[src/rtl/aux_seq_pkg.sv]
package aux_seq_pkg;

  typedef enum logic [1:0] {
    RES_OK     = 2'd0,
    RES_BUSY   = 2'd1,
    RES_NOSINK = 2'd2,
    RES_REMOTE = 2'd3
  } aux_res_e;

  typedef enum logic [3:0] {
    ST_IDLE,
    ST_WAIT_IDLE,
    ST_WAIT_GNT,
    ST_CHK_SINK,
    ST_RST_ON,
    ST_RST_OFF,
    ST_GAP,
    ST_WAIT_DONE,
    ST_FINISH
  } aux_st_e;

endpackage

[src/rtl/aux_tmo_timer.sv]
module aux_tmo_timer #(
  parameter int TMR_W = 8
) (
  input  logic             clk,
  input  logic             rst_n,
  input  logic             load_i,
  input  logic [TMR_W-1:0] val_i,
  output logic             exp_o
);

  logic [TMR_W-1:0] cnt_q, cnt_d;
  logic             cnt_en;

  always_comb begin
    cnt_en = load_i || (cnt_q != '0);
    cnt_d  = load_i ? val_i : (cnt_q - TMR_W'(1));
  end

  always_ff @(posedge clk or negedge rst_n) begin
    if (!rst_n)      cnt_q <= '0;
    else if (cnt_en) cnt_q <= cnt_d;
  end

  assign exp_o = (cnt_q == '0);

endmodule

[src/rtl/aux_data_path.sv]
module aux_data_path #(
  parameter int BUF_BYTES = 16,
  parameter int ADDR_W    = 20,
  parameter int CMD_W     = 4,
  parameter int LEN_W     = 4,
  parameter int SIZE_W    = 5
) (
  input  logic                   clk,
  input  logic                   rst_n,
  input  logic                   cap_i,
  input  logic                   tx_load_i,
  input  logic                   rx_load_i,
  input  logic [CMD_W-1:0]       cmd_i,
  input  logic [ADDR_W-1:0]      addr_i,
  input  logic [SIZE_W-1:0]      size_i,
  input  logic [BUF_BYTES*8-1:0] wr_data_i,
  input  logic [BUF_BYTES*8-1:0] eng_rx_i,
  output logic                   is_read_o,
  output logic [CMD_W-1:0]       eng_cmd_o,
  output logic [ADDR_W-1:0]      eng_addr_o,
  output logic [LEN_W-1:0]       eng_len_o,
  output logic [BUF_BYTES*8-1:0] tx_buf_o,
  output logic [BUF_BYTES*8-1:0] rd_data_o
);

  localparam int BUF_W = BUF_BYTES * 8;

  logic [CMD_W-1:0]  cmd_q;
  logic [ADDR_W-1:0] addr_q;
  logic [LEN_W-1:0]  len_q;
  logic [BUF_W-1:0]  wdat_q;
  logic [BUF_W-1:0]  tx_q, tx_d;
  logic [BUF_W-1:0]  rd_q, rd_d;
  logic [LEN_W-1:0]  len_d;

  assign len_d = LEN_W'(size_i - SIZE_W'(1));

  // Per-byte keep mask: byte b survives when b <= size-1
  for (genvar b = 0; b < BUF_BYTES; b++) begin : g_byte
    logic keep;
    assign keep = (LEN_W'(b) <= len_q);
    assign tx_d[b*8 +: 8] = keep ? wdat_q[b*8 +: 8]   : 8'h00;
    assign rd_d[b*8 +: 8] = keep ? eng_rx_i[b*8 +: 8] : 8'h00;
  end

  always_ff @(posedge clk or negedge rst_n) begin
    if (!rst_n) begin
      cmd_q  <= '0;
      addr_q <= '0;
      len_q  <= '0;
      wdat_q <= '0;
    end else if (cap_i) begin
      cmd_q  <= cmd_i;
      addr_q <= addr_i;
      len_q  <= len_d;
      wdat_q <= wr_data_i;
    end
  end

  always_ff @(posedge clk or negedge rst_n) begin
    if (!rst_n)         tx_q <= '0;
    else if (tx_load_i) tx_q <= tx_d;
  end

  always_ff @(posedge clk or negedge rst_n) begin
    if (!rst_n)         rd_q <= '0;
    else if (cap_i)     rd_q <= '0;
    else if (rx_load_i) rd_q <= rd_d;
  end

  assign is_read_o  = cmd_q[0];
  assign eng_cmd_o  = cmd_q;
  assign eng_addr_o = addr_q;
  assign eng_len_o  = len_q;
  assign tx_buf_o   = tx_q;
  assign rd_data_o  = rd_q;

endmodule

[src/rtl/aux_txn_fsm.sv]
module aux_txn_fsm
  import aux_seq_pkg::*;
#(
  parameter int MAX_TRIES = 32,
  parameter int TMR_W     = 8,
  parameter int TMO_CYC   = 100,
  parameter int GAP_CYC   = 40
) (
  input  logic             clk,
  input  logic             rst_n,
  input  logic             start_i,
  input  logic             is_read_i,
  input  logic             chan_busy_i,
  input  logic             own_gnt_i,
  input  logic             sink_i,
  input  logic             eng_done_i,
  input  logic             err_any_i,
  input  logic             tmr_exp_i,
  output logic             tmr_load_o,
  output logic [TMR_W-1:0] tmr_val_o,
  output logic             cap_o,
  output logic             tx_load_o,
  output logic             rx_load_o,
  output logic             own_req_o,
  output logic             eng_rst_o,
  output logic             eng_req_o,
  output logic             busy_o,
  output logic             done_o,
  output logic [1:0]       result_o
);

  localparam int TRY_W = $clog2(MAX_TRIES + 1);
  localparam logic [TRY_W-1:0] LAST_TRY = TRY_W'(MAX_TRIES - 1);
  localparam logic [TMR_W-1:0] TMO_VAL  = TMR_W'(TMO_CYC);
  localparam logic [TMR_W-1:0] GAP_VAL  = TMR_W'(GAP_CYC);

  aux_st_e          st_q, st_d;
  logic [TRY_W-1:0] try_q, try_d;
  aux_res_e         res_q, res_d;

  always_comb begin
    st_d       = st_q;
    try_d      = try_q;
    res_d      = res_q;
    tmr_load_o = 1'b0;
    tmr_val_o  = TMO_VAL;
    cap_o      = 1'b0;
    tx_load_o  = 1'b0;
    rx_load_o  = 1'b0;
    unique case (st_q)
      ST_IDLE: begin
        if (start_i) begin
          st_d       = ST_WAIT_IDLE;
          try_d      = '0;
          cap_o      = 1'b1;
          tmr_load_o = 1'b1;
        end
      end
      ST_WAIT_IDLE: begin
        if (!chan_busy_i) begin
          st_d       = ST_WAIT_GNT;
          tmr_load_o = 1'b1;
        end else if (tmr_exp_i) begin
          res_d = RES_BUSY;
          st_d  = ST_FINISH;
        end
      end
      ST_WAIT_GNT: begin
        if (own_gnt_i) begin
          st_d = ST_CHK_SINK;
        end else if (tmr_exp_i) begin
          res_d = RES_BUSY;
          st_d  = ST_FINISH;
        end
      end
      ST_CHK_SINK: begin
        if (!sink_i) begin
          res_d = RES_NOSINK;
          st_d  = ST_FINISH;
        end else begin
          tx_load_o = !is_read_i;
          st_d      = ST_RST_ON;
        end
      end
      ST_RST_ON: st_d = ST_RST_OFF;
      ST_RST_OFF: begin
        tmr_load_o = 1'b1;
        if (try_q == '0) begin
          st_d = ST_WAIT_DONE;
        end else begin
          tmr_val_o = GAP_VAL;
          st_d      = ST_GAP;
        end
      end
      ST_GAP: begin
        if (tmr_exp_i) begin
          tmr_load_o = 1'b1;
          st_d       = ST_WAIT_DONE;
        end
      end
      ST_WAIT_DONE: begin
        if (eng_done_i) begin
          if (!err_any_i) begin
            res_d     = RES_OK;
            rx_load_o = is_read_i;
            st_d      = ST_FINISH;
          end else if (try_q == LAST_TRY) begin
            res_d = RES_REMOTE;
            st_d  = ST_FINISH;
          end else begin
            try_d = try_q + TRY_W'(1);
            st_d  = ST_RST_ON;
          end
        end else if (tmr_exp_i) begin
          res_d = RES_REMOTE;
          st_d  = ST_FINISH;
        end
      end
      ST_FINISH: st_d = ST_IDLE;
      default:   st_d = ST_IDLE;
    endcase
  end

  always_ff @(posedge clk or negedge rst_n) begin
    if (!rst_n) begin
      st_q  <= ST_IDLE;
      try_q <= '0;
      res_q <= RES_OK;
    end else begin
      st_q  <= st_d;
      try_q <= try_d;
      res_q <= res_d;
    end
  end

  assign own_req_o = (st_q != ST_IDLE) && (st_q != ST_WAIT_IDLE) && (st_q != ST_FINISH);
  assign eng_rst_o = (st_q == ST_RST_ON);
  assign eng_req_o = (st_q == ST_WAIT_DONE);
  assign busy_o    = (st_q != ST_IDLE);
  assign done_o    = (st_q == ST_FINISH);
  assign result_o  = res_q;

endmodule

[src/rtl/aux_txn_seq.sv]
module aux_txn_seq #(
  parameter int CYC_PER_US = 100,
  parameter int TMO_US     = 1000,
  parameter int GAP_US     = 400,
  parameter int MAX_TRIES  = 32,
  parameter int BUF_BYTES  = 16,
  parameter int ADDR_W     = 20,
  parameter int CMD_W      = 4,
  parameter int ERR_W      = 8
) (
  input  logic                   clk,
  input  logic                   rst_n,
  input  logic                   start_i,
  input  logic [CMD_W-1:0]       cmd_i,
  input  logic [ADDR_W-1:0]      addr_i,
  input  logic [$clog2(BUF_BYTES):0] size_i,
  input  logic [BUF_BYTES*8-1:0] wr_data_i,
  output logic                   busy_o,
  output logic                   done_o,
  output logic [1:0]             result_o,
  output logic [BUF_BYTES*8-1:0] rd_data_o,
  input  logic                   chan_busy_i,
  output logic                   own_req_o,
  input  logic                   own_gnt_i,
  input  logic                   sink_i,
  output logic [BUF_BYTES*8-1:0] tx_buf_o,
  output logic [CMD_W-1:0]       eng_cmd_o,
  output logic [ADDR_W-1:0]      eng_addr_o,
  output logic [$clog2(BUF_BYTES)-1:0] eng_len_o,
  output logic                   eng_rst_o,
  output logic                   eng_req_o,
  input  logic                   eng_done_i,
  input  logic [ERR_W-1:0]       eng_err_i,
  input  logic [BUF_BYTES*8-1:0] eng_rx_i
);

  localparam int LEN_W   = $clog2(BUF_BYTES);
  localparam int SIZE_W  = LEN_W + 1;
  localparam int TMO_CYC = CYC_PER_US * TMO_US;
  localparam int GAP_CYC = CYC_PER_US * GAP_US;
  localparam int MAX_CYC = (TMO_CYC > GAP_CYC) ? TMO_CYC : GAP_CYC;
  localparam int TMR_W   = $clog2(MAX_CYC + 1);

  logic             tmr_load, tmr_exp;
  logic [TMR_W-1:0] tmr_val;
  logic             cap, tx_load, rx_load, is_read;

  aux_tmo_timer #(.TMR_W(TMR_W)) u_timer (
    .clk    (clk),
    .rst_n  (rst_n),
    .load_i (tmr_load),
    .val_i  (tmr_val),
    .exp_o  (tmr_exp)
  );

  aux_txn_fsm #(
    .MAX_TRIES (MAX_TRIES),
    .TMR_W     (TMR_W),
    .TMO_CYC   (TMO_CYC),
    .GAP_CYC   (GAP_CYC)
  ) u_fsm (
    .clk         (clk),
    .rst_n       (rst_n),
    .start_i     (start_i),
    .is_read_i   (is_read),
    .chan_busy_i (chan_busy_i),
    .own_gnt_i   (own_gnt_i),
    .sink_i      (sink_i),
    .eng_done_i  (eng_done_i),
    .err_any_i   (|eng_err_i),
    .tmr_exp_i   (tmr_exp),
    .tmr_load_o  (tmr_load),
    .tmr_val_o   (tmr_val),
    .cap_o       (cap),
    .tx_load_o   (tx_load),
    .rx_load_o   (rx_load),
    .own_req_o   (own_req_o),
    .eng_rst_o   (eng_rst_o),
    .eng_req_o   (eng_req_o),
    .busy_o      (busy_o),
    .done_o      (done_o),
    .result_o    (result_o)
  );

  aux_data_path #(
    .BUF_BYTES (BUF_BYTES),
    .ADDR_W    (ADDR_W),
    .CMD_W     (CMD_W),
    .LEN_W     (LEN_W),
    .SIZE_W    (SIZE_W)
  ) u_data (
    .clk        (clk),
    .rst_n      (rst_n),
    .cap_i      (cap),
    .tx_load_i  (tx_load),
    .rx_load_i  (rx_load),
    .cmd_i      (cmd_i),
    .addr_i     (addr_i),
    .size_i     (size_i),
    .wr_data_i  (wr_data_i),
    .eng_rx_i   (eng_rx_i),
    .is_read_o  (is_read),
    .eng_cmd_o  (eng_cmd_o),
    .eng_addr_o (eng_addr_o),
    .eng_len_o  (eng_len_o),
    .tx_buf_o   (tx_buf_o),
    .rd_data_o  (rd_data_o)
  );

endmodule

[config.mk]
export PLATFORM = sky130hd
export DESIGN_NAME = aux_txn_seq
export DESIGN_NICKNAME = d
export VERILOG_FILES = /design/src/rtl/aux_seq_pkg.sv /design/src/rtl/aux_tmo_timer.sv /design/src/rtl/aux_data_path.sv /design/src/rtl/aux_txn_fsm.sv /design/src/rtl/aux_txn_seq.sv
export SDC_FILE = /design/constraint.sdc
export NUM_CORES = 1
export LEC_CHECK = 0
export CAP_MARGIN = 20
export CORE_AREA = 10 10 219 221
export DETAILED_ROUTE_END_ITERATION = 6
export DIE_AREA = 0 0 229 231
export DONT_BUFFER_PORTS = 1
export HOLD_SLACK_MARGIN = 0.02
export PLACE_DENSITY = 0.56
export SYNTH_ARGS = -nofsm -noshare
export SYNTH_HDL_FRONTEND = slang
export SYNTH_SLANG_ARGS = --single-unit
[constraint.sdc]
create_clock -name clk -period 4.82 [get_ports clk]
set_input_delay 0.482 -clock clk [delete_from_list [all_inputs] [get_ports clk]]
set_output_delay 0.482 -clock clk [all_outputs]
set_load 0.01 [all_outputs]
# Word level (Yosys, flattened, before mapping)
# Cells that the tools add are included.
[totals]
ff_bits = 441
input_bits = 300
out_inout_bits = 291
wordCells = 138
[op_classes]
n_addsub = 3
magnitude_cmp = 16
n_eq_ne = 21
muxes = 72
reduce_logical = 16
[ops]
columns = ["op", "n"]
rows = [
  ["128-bit two-way mux", 2],
  ["8-bit two-way mux", 32],
  ["17-bit two-way mux", 3],
  ["4-bit two-way mux", 9],
  ["4-bit <= comparator, first input constant", 8],
  ["4-bit case mux with 8 select lines", 1],
  ["6-bit two-way mux", 4],
  ["17-bit zero test", 1],
  ["17-bit nonzero test", 1],
  ["17-bit by 1-bit subtractor with 17-bit output, second input constant", 1],
  ["4-bit by 3-bit == test with 1-bit output, second input constant", 4],
  ["3-bit by 4-bit <= comparator with 1-bit output, first input constant", 4],
  ["2-bit two-way mux", 8],
  ["2-bit inequality test, second input constant", 6],
  ["6-bit case mux with 2 select lines", 1],
  ["1-bit two-way mux", 10],
  ["4-bit by 2-bit == test with 1-bit output, second input constant", 2],
  ["1-bit by 4-bit <= comparator with 1-bit output, first input constant", 2],
  ["2-bit by 4-bit <= comparator with 1-bit output, first input constant", 2],
  ["4-bit inequality test, second input constant", 2],
  ["2-bit case mux with 4 select lines", 1],
  ["4-bit nonzero test", 2],
  ["8-bit OR reduction", 1],
  ["6-bit by 1-bit adder with 6-bit output, second input constant", 1],
  ["17 further kinds", 20],
]

# Longest topological paths before layout
[depth]
depth_word = 6
depth_mapped = 8
depth_no_buf = 7

# Cells and area by module
# Synthesis repeated with hierarchy kept, for this count alone.
[hier_totals]
hier_cells = 1240
hier_area_um2 = 17225.3
[by_module_without_submodules]
columns = ["module", "instances", "cells_per_inst", "area_per_inst_um2"]
rows = [
  ["aux_data_path", 1, 1006, 15165.8],
  ["aux_tmo_timer", 1, 109, 1033.5],
  ["aux_txn_fsm", 1, 122, 1009.7],
  ["aux_txn_seq", 1, 3, 16.3],
]

# Worst setup path after synthesis
# No wires, ideal clock.
[synth_path]
kind = "input to register"
startpoint = "input eng_err_i[5]"
endpoint = "register u_fsm.res_q[1], in the netlist u_fsm.result_o[1]"
setup_time_ns = 0.125
arrival_time_ns = 1.877
required_time_ns = 4.695
slack_ns = 2.818
cell_stages = 6
path_buffers = 1
cell_sequence = "or4_4 nor2_8 or2_1 buf_6 o2111ai_4 mux2_4"
[synth_via]
elab_chain_cells = 4
word_cells_on_any_way = 6
classes_between = "eq/ne: 1; mux: 3; reduce/logical: 2"
[synth_lines]
columns = ["element", "line_no", "source"]
rows = [
  ["start: declaration", "aux_txn_seq.sv:33", "input logic [ERR_W-1:0] eng_err_i,"],
  ["8-bit OR reduction (*)", "aux_txn_seq.sv:70", ".err_any_i (|eng_err_i),"],
  ["2-bit two-way mux", "aux_txn_fsm.sv:103", "if (!err_any_i) begin"],
  ["2-bit two-way mux", "aux_txn_fsm.sv:102", "if (eng_done_i) begin"],
  ["2-bit case mux with 4 select lines", "aux_txn_fsm.sv:50", "unique case (st_q)"],
  ["end signal: assignment", "aux_txn_fsm.sv:132", "res_q <= res_d;"],
  ["end: declaration", "aux_txn_fsm.sv:39", "aux_res_e res_q, res_d;"],
]
# Mark *: on every way between the ends. The rest lies on a longest branch, timed or not.
# A chain may end at the register's enable or synchronous reset.

# Worst setup path after layout
[layout_path]
startpoint = "register u_fsm.st_q[0]"
endpoint = "register u_data.rd_q[31], in the netlist u_data.rd_data_o[31]"
[layout_via]
elab_chain_cells = 3
word_cells_on_any_way = 6
classes_between = "eq/ne: 1; mux: 3; reduce/logical: 2"
[layout_lines]
columns = ["element", "line_no", "source"]
rows = [
  ["start: declaration", "aux_txn_fsm.sv:37", "aux_st_e st_q, st_d;"],
  ["start signal: assignment", "aux_txn_fsm.sv:130", "st_q <= st_d;"],
  ["4-bit by 3-bit == test with 1-bit output or 4-bit zero test (tied branches)", "aux_txn_fsm.sv:50", ""],
  ["1-bit two-way mux", "aux_txn_fsm.sv:50", ""],
  ["2-bit nonzero test (no line) or 128-bit two-way mux (tied branches)", "-", ""],
  ["end signal: assignment", "aux_data_path.sv:68", "else if (rx_load_i) rd_q <= rd_d;"],
  ["end: declaration", "aux_data_path.sv:33", "logic [BUF_W-1:0] rd_q, rd_d;"],
]
# Parallel ways exist; a longest one is shown, timed or not.

==> metrics.yaml <==
cp.arrival_ps: 3410
status: "finished with violations"
drv_cap: 0
gr-usage-all-layers_pct: 21.60
synth-seq-cells: 441
synth_area_um2: 18190
fin_skew_ps: 13.83
syn_to_final_growth_pct: 22.18
synth_compound_area_share_pct: 1.782
die_x_um: 229
clk_latency_ps: 560
relSlewSlack_pct: 26.17
drt-total-wl_um: 59890
numCtsBuffers: 48
dp_hpwl_um: 39450
required_ps: 5260
setup_violations: 0
mostFrequentLayoutCells: "nand2_1, dfrtp_1, nand3_1"
syn_nets: 2307
fin_crit_sh_pct: 61.69
grt_max_degree: 442
worst_hold_slack_ps: -368.8
htreeDepth: 2
syn_inst: 2002
synthArstFlopShare_pct: 100.0
coreArea_um2: 43740
clock_path_buffers: 3
p_leak_nw: 11.59
synth.avg_cell_area_um2: 9.085
holdBufCountCts: 236
first_pass_iters: 6
vias_per_cell: 5.233
antenna_found_initial: 4
ys_types: 57
crit_fanout: 71
min_period_ps: 2974
finalMaxSlewViolations: 0
synthSimpleGateAreaFrac_pct: 31.33
die_area_um2: 52900
max-vdd-ir-drop_mv: 0.3323
synthAdderAreaFrac_pct: 0.3439
finalNonFillerCells: 2790
portBuffers: 0
yosysWarningCount: 0
vias: 14601
drtIter0Drc: 1268
nFillCells: 4041
grt-ovfl-total: 0
post_cts_buffers: 0
synth-edff-count: 0
std_cell_rows: 77
fin_setup_tns_ps: 0
hold_viol: 441
total_power_mw: 11.81
dp.cells: 2464
wl_per_cell_um: 21.47
fp.dieH_um: 231
synth_xor_area_share_pct: 0.9631
final_common_cell: "nand2_1"
min_path_type: "in2async"
rsz0062_at_grt: "false"
grt_pass1_vias: 14474
layout-drive-gt1-share_pct: 4.966
worst_pin_slew_ps: 1107
r2r_setup_slack_ps: 1850
cts_tree: "done"
drc_errors: 0
max_freq_mhz: 336.3
violations: "negative hold slack"
grt_pass1_wl_um: 90680
cts.clk_slew.worst_paths_ps: 60
gp_congestion: 0.8450
synthMuxAreaShare_pct: 0.1376
ioPinCount: 591
critPathLaunchType: "flip-flop"
final_net_count: 2463
cts.sinks: 441
end_kind: "flip-flop"
critical_path_class: "reg2reg"
synth_top_family_by_area: "simple AND/OR/NAND/NOR gates"
ys_seq_area_share_pct: 60.67
antenna_left: 0
powerDensity_nw_per_um2: 531.6
initial_utilization_pct: 41.58
dominantRegCellSynth: "dfrtp_1"
cts-root-buf: "clkbuf_16"
Yosys cell counts (4+ instances only):
cell	number	area (um2)
nor4_1	10	62.56
ha_1	5	62.56
nor4b_1	4	35.03
buf_6	26	292.8
buf_4	4	30.03
a21o_1	4	30.03
xnor2_1	16	140.1
a21oi_1	14	70.07
nand2b_1	4	25.02
nor2b_1	7	43.79
dfrtp_1	441	11040
nor2_1	25	93.84
buf_2	51	255.2
nand3_1	368	1842
clkbuf_1	57	214.0
nand2_1	877	3292
o21ai_0	17	85.08
xor2_1	4	35.03
inv_1	12	45.04
final timing paths:
path | end | start | depth (start not counted)
setup / recovery | u_data.rd_data_o[31] | u_fsm.st_q[0] | 5
hold / removal | u_data.wdat_q[4] | rst_n | 0
setup reg to reg | u_data.rd_data_o[31] | u_fsm.st_q[0] | 5
hold reg to reg | u_data.tx_buf_o[7] | u_data.wdat_q[7] | 2
max in group asynchronous | u_data.rd_data_o[24] | rst_n | 0
min in group clk | u_data.rd_data_o[73] | eng_rx_i[73] | 2
sequential cells by signal, summed over array words and instances, names as in the netlist, 4 cells and up:
signal / flops
u_data.eng_len_o: 4
u_timer.cnt_q: 17
u_data.tx_buf_o: 128
u_data.rd_data_o: 128
u_fsm.st_q: 4
u_data.wdat_q: 128
u_data.eng_addr_o: 20
u_data.eng_cmd_o: 4
u_fsm.try_q: 6
kinds of logic (layout without fill, tap and decap cells):
family                   after synthesis  in the layout
AND/OR/NAND/NOR                     1331           1331
flip-flops                           441            441
buffers and inverters                155            348
AO/OA/AOI/OAI                         48             48
XOR/XNOR                              20             20
adder cells (fa/ha/maj)                5              5
multiplexers                           2              2
other                                  0              3
what timing repair did:
item,CTS,global route
resized for setup,0,0
endpoints found under the hold margin,677,441
setup endpoints to repair,0,0
power by group:
group	internal [mW]	switching, mW
Sequential	4.68	1.06
Combinational	0.817	1.61
Clock	2.16	1.48
Total	7.66	4.15
metal layers:
metal	GRT usage [%]	routed length (um)	up-vias	share of wire, %
li1	-	-	6750	-
met1	25.69	22880	7139	38
met2	35.83	29480	613	49
met3	7.555	5791	97	9.7
met4	7.635	1728	2	2.9
met5	0	13	-	0.022
critical path, cell delays in order (launching register included):
cell     delay [ps]
dfrtp_1         580
nor4_1          690
nand2_4         580
buf_4           570
nand3_1         210
nand2_1          80
final cells by class:
class | instances | area, um2 | area share, %
clock buffer | 69 | 1391 | 6.261
inverter | 12 | 45.04 | 0.2027
multi-input combinational | 1406 | 6302 | 28.36
timing repair buffer | 249 | 2522 | 11.35
sequential | 441 | 11040 | 49.66
tap | 592 | 740.7 | 3.333
antenna | 3 | 7.507 | 0.03378
clock inverter | 18 | 177.7 | 0.7995
per-stage QoR:
stage / hold WS, ps / setup slack (ps) / utilization [%] / area (um2)
final: -368.8 / 1846 / 50.81 / 22220
after global routing: -413.0 / 1622 / 50.81 / 22220
after CTS: -417.5 / 1888 / 50.79 / 22220
after detailed placement: 206.2 / 1891 / 41.80 / 18280
after global placement: 209.7 / 1937 / 41.80 / 18280
after floorplan: 186.4 / 2818 / - / 18190
(Power assumes the default switching activity.)
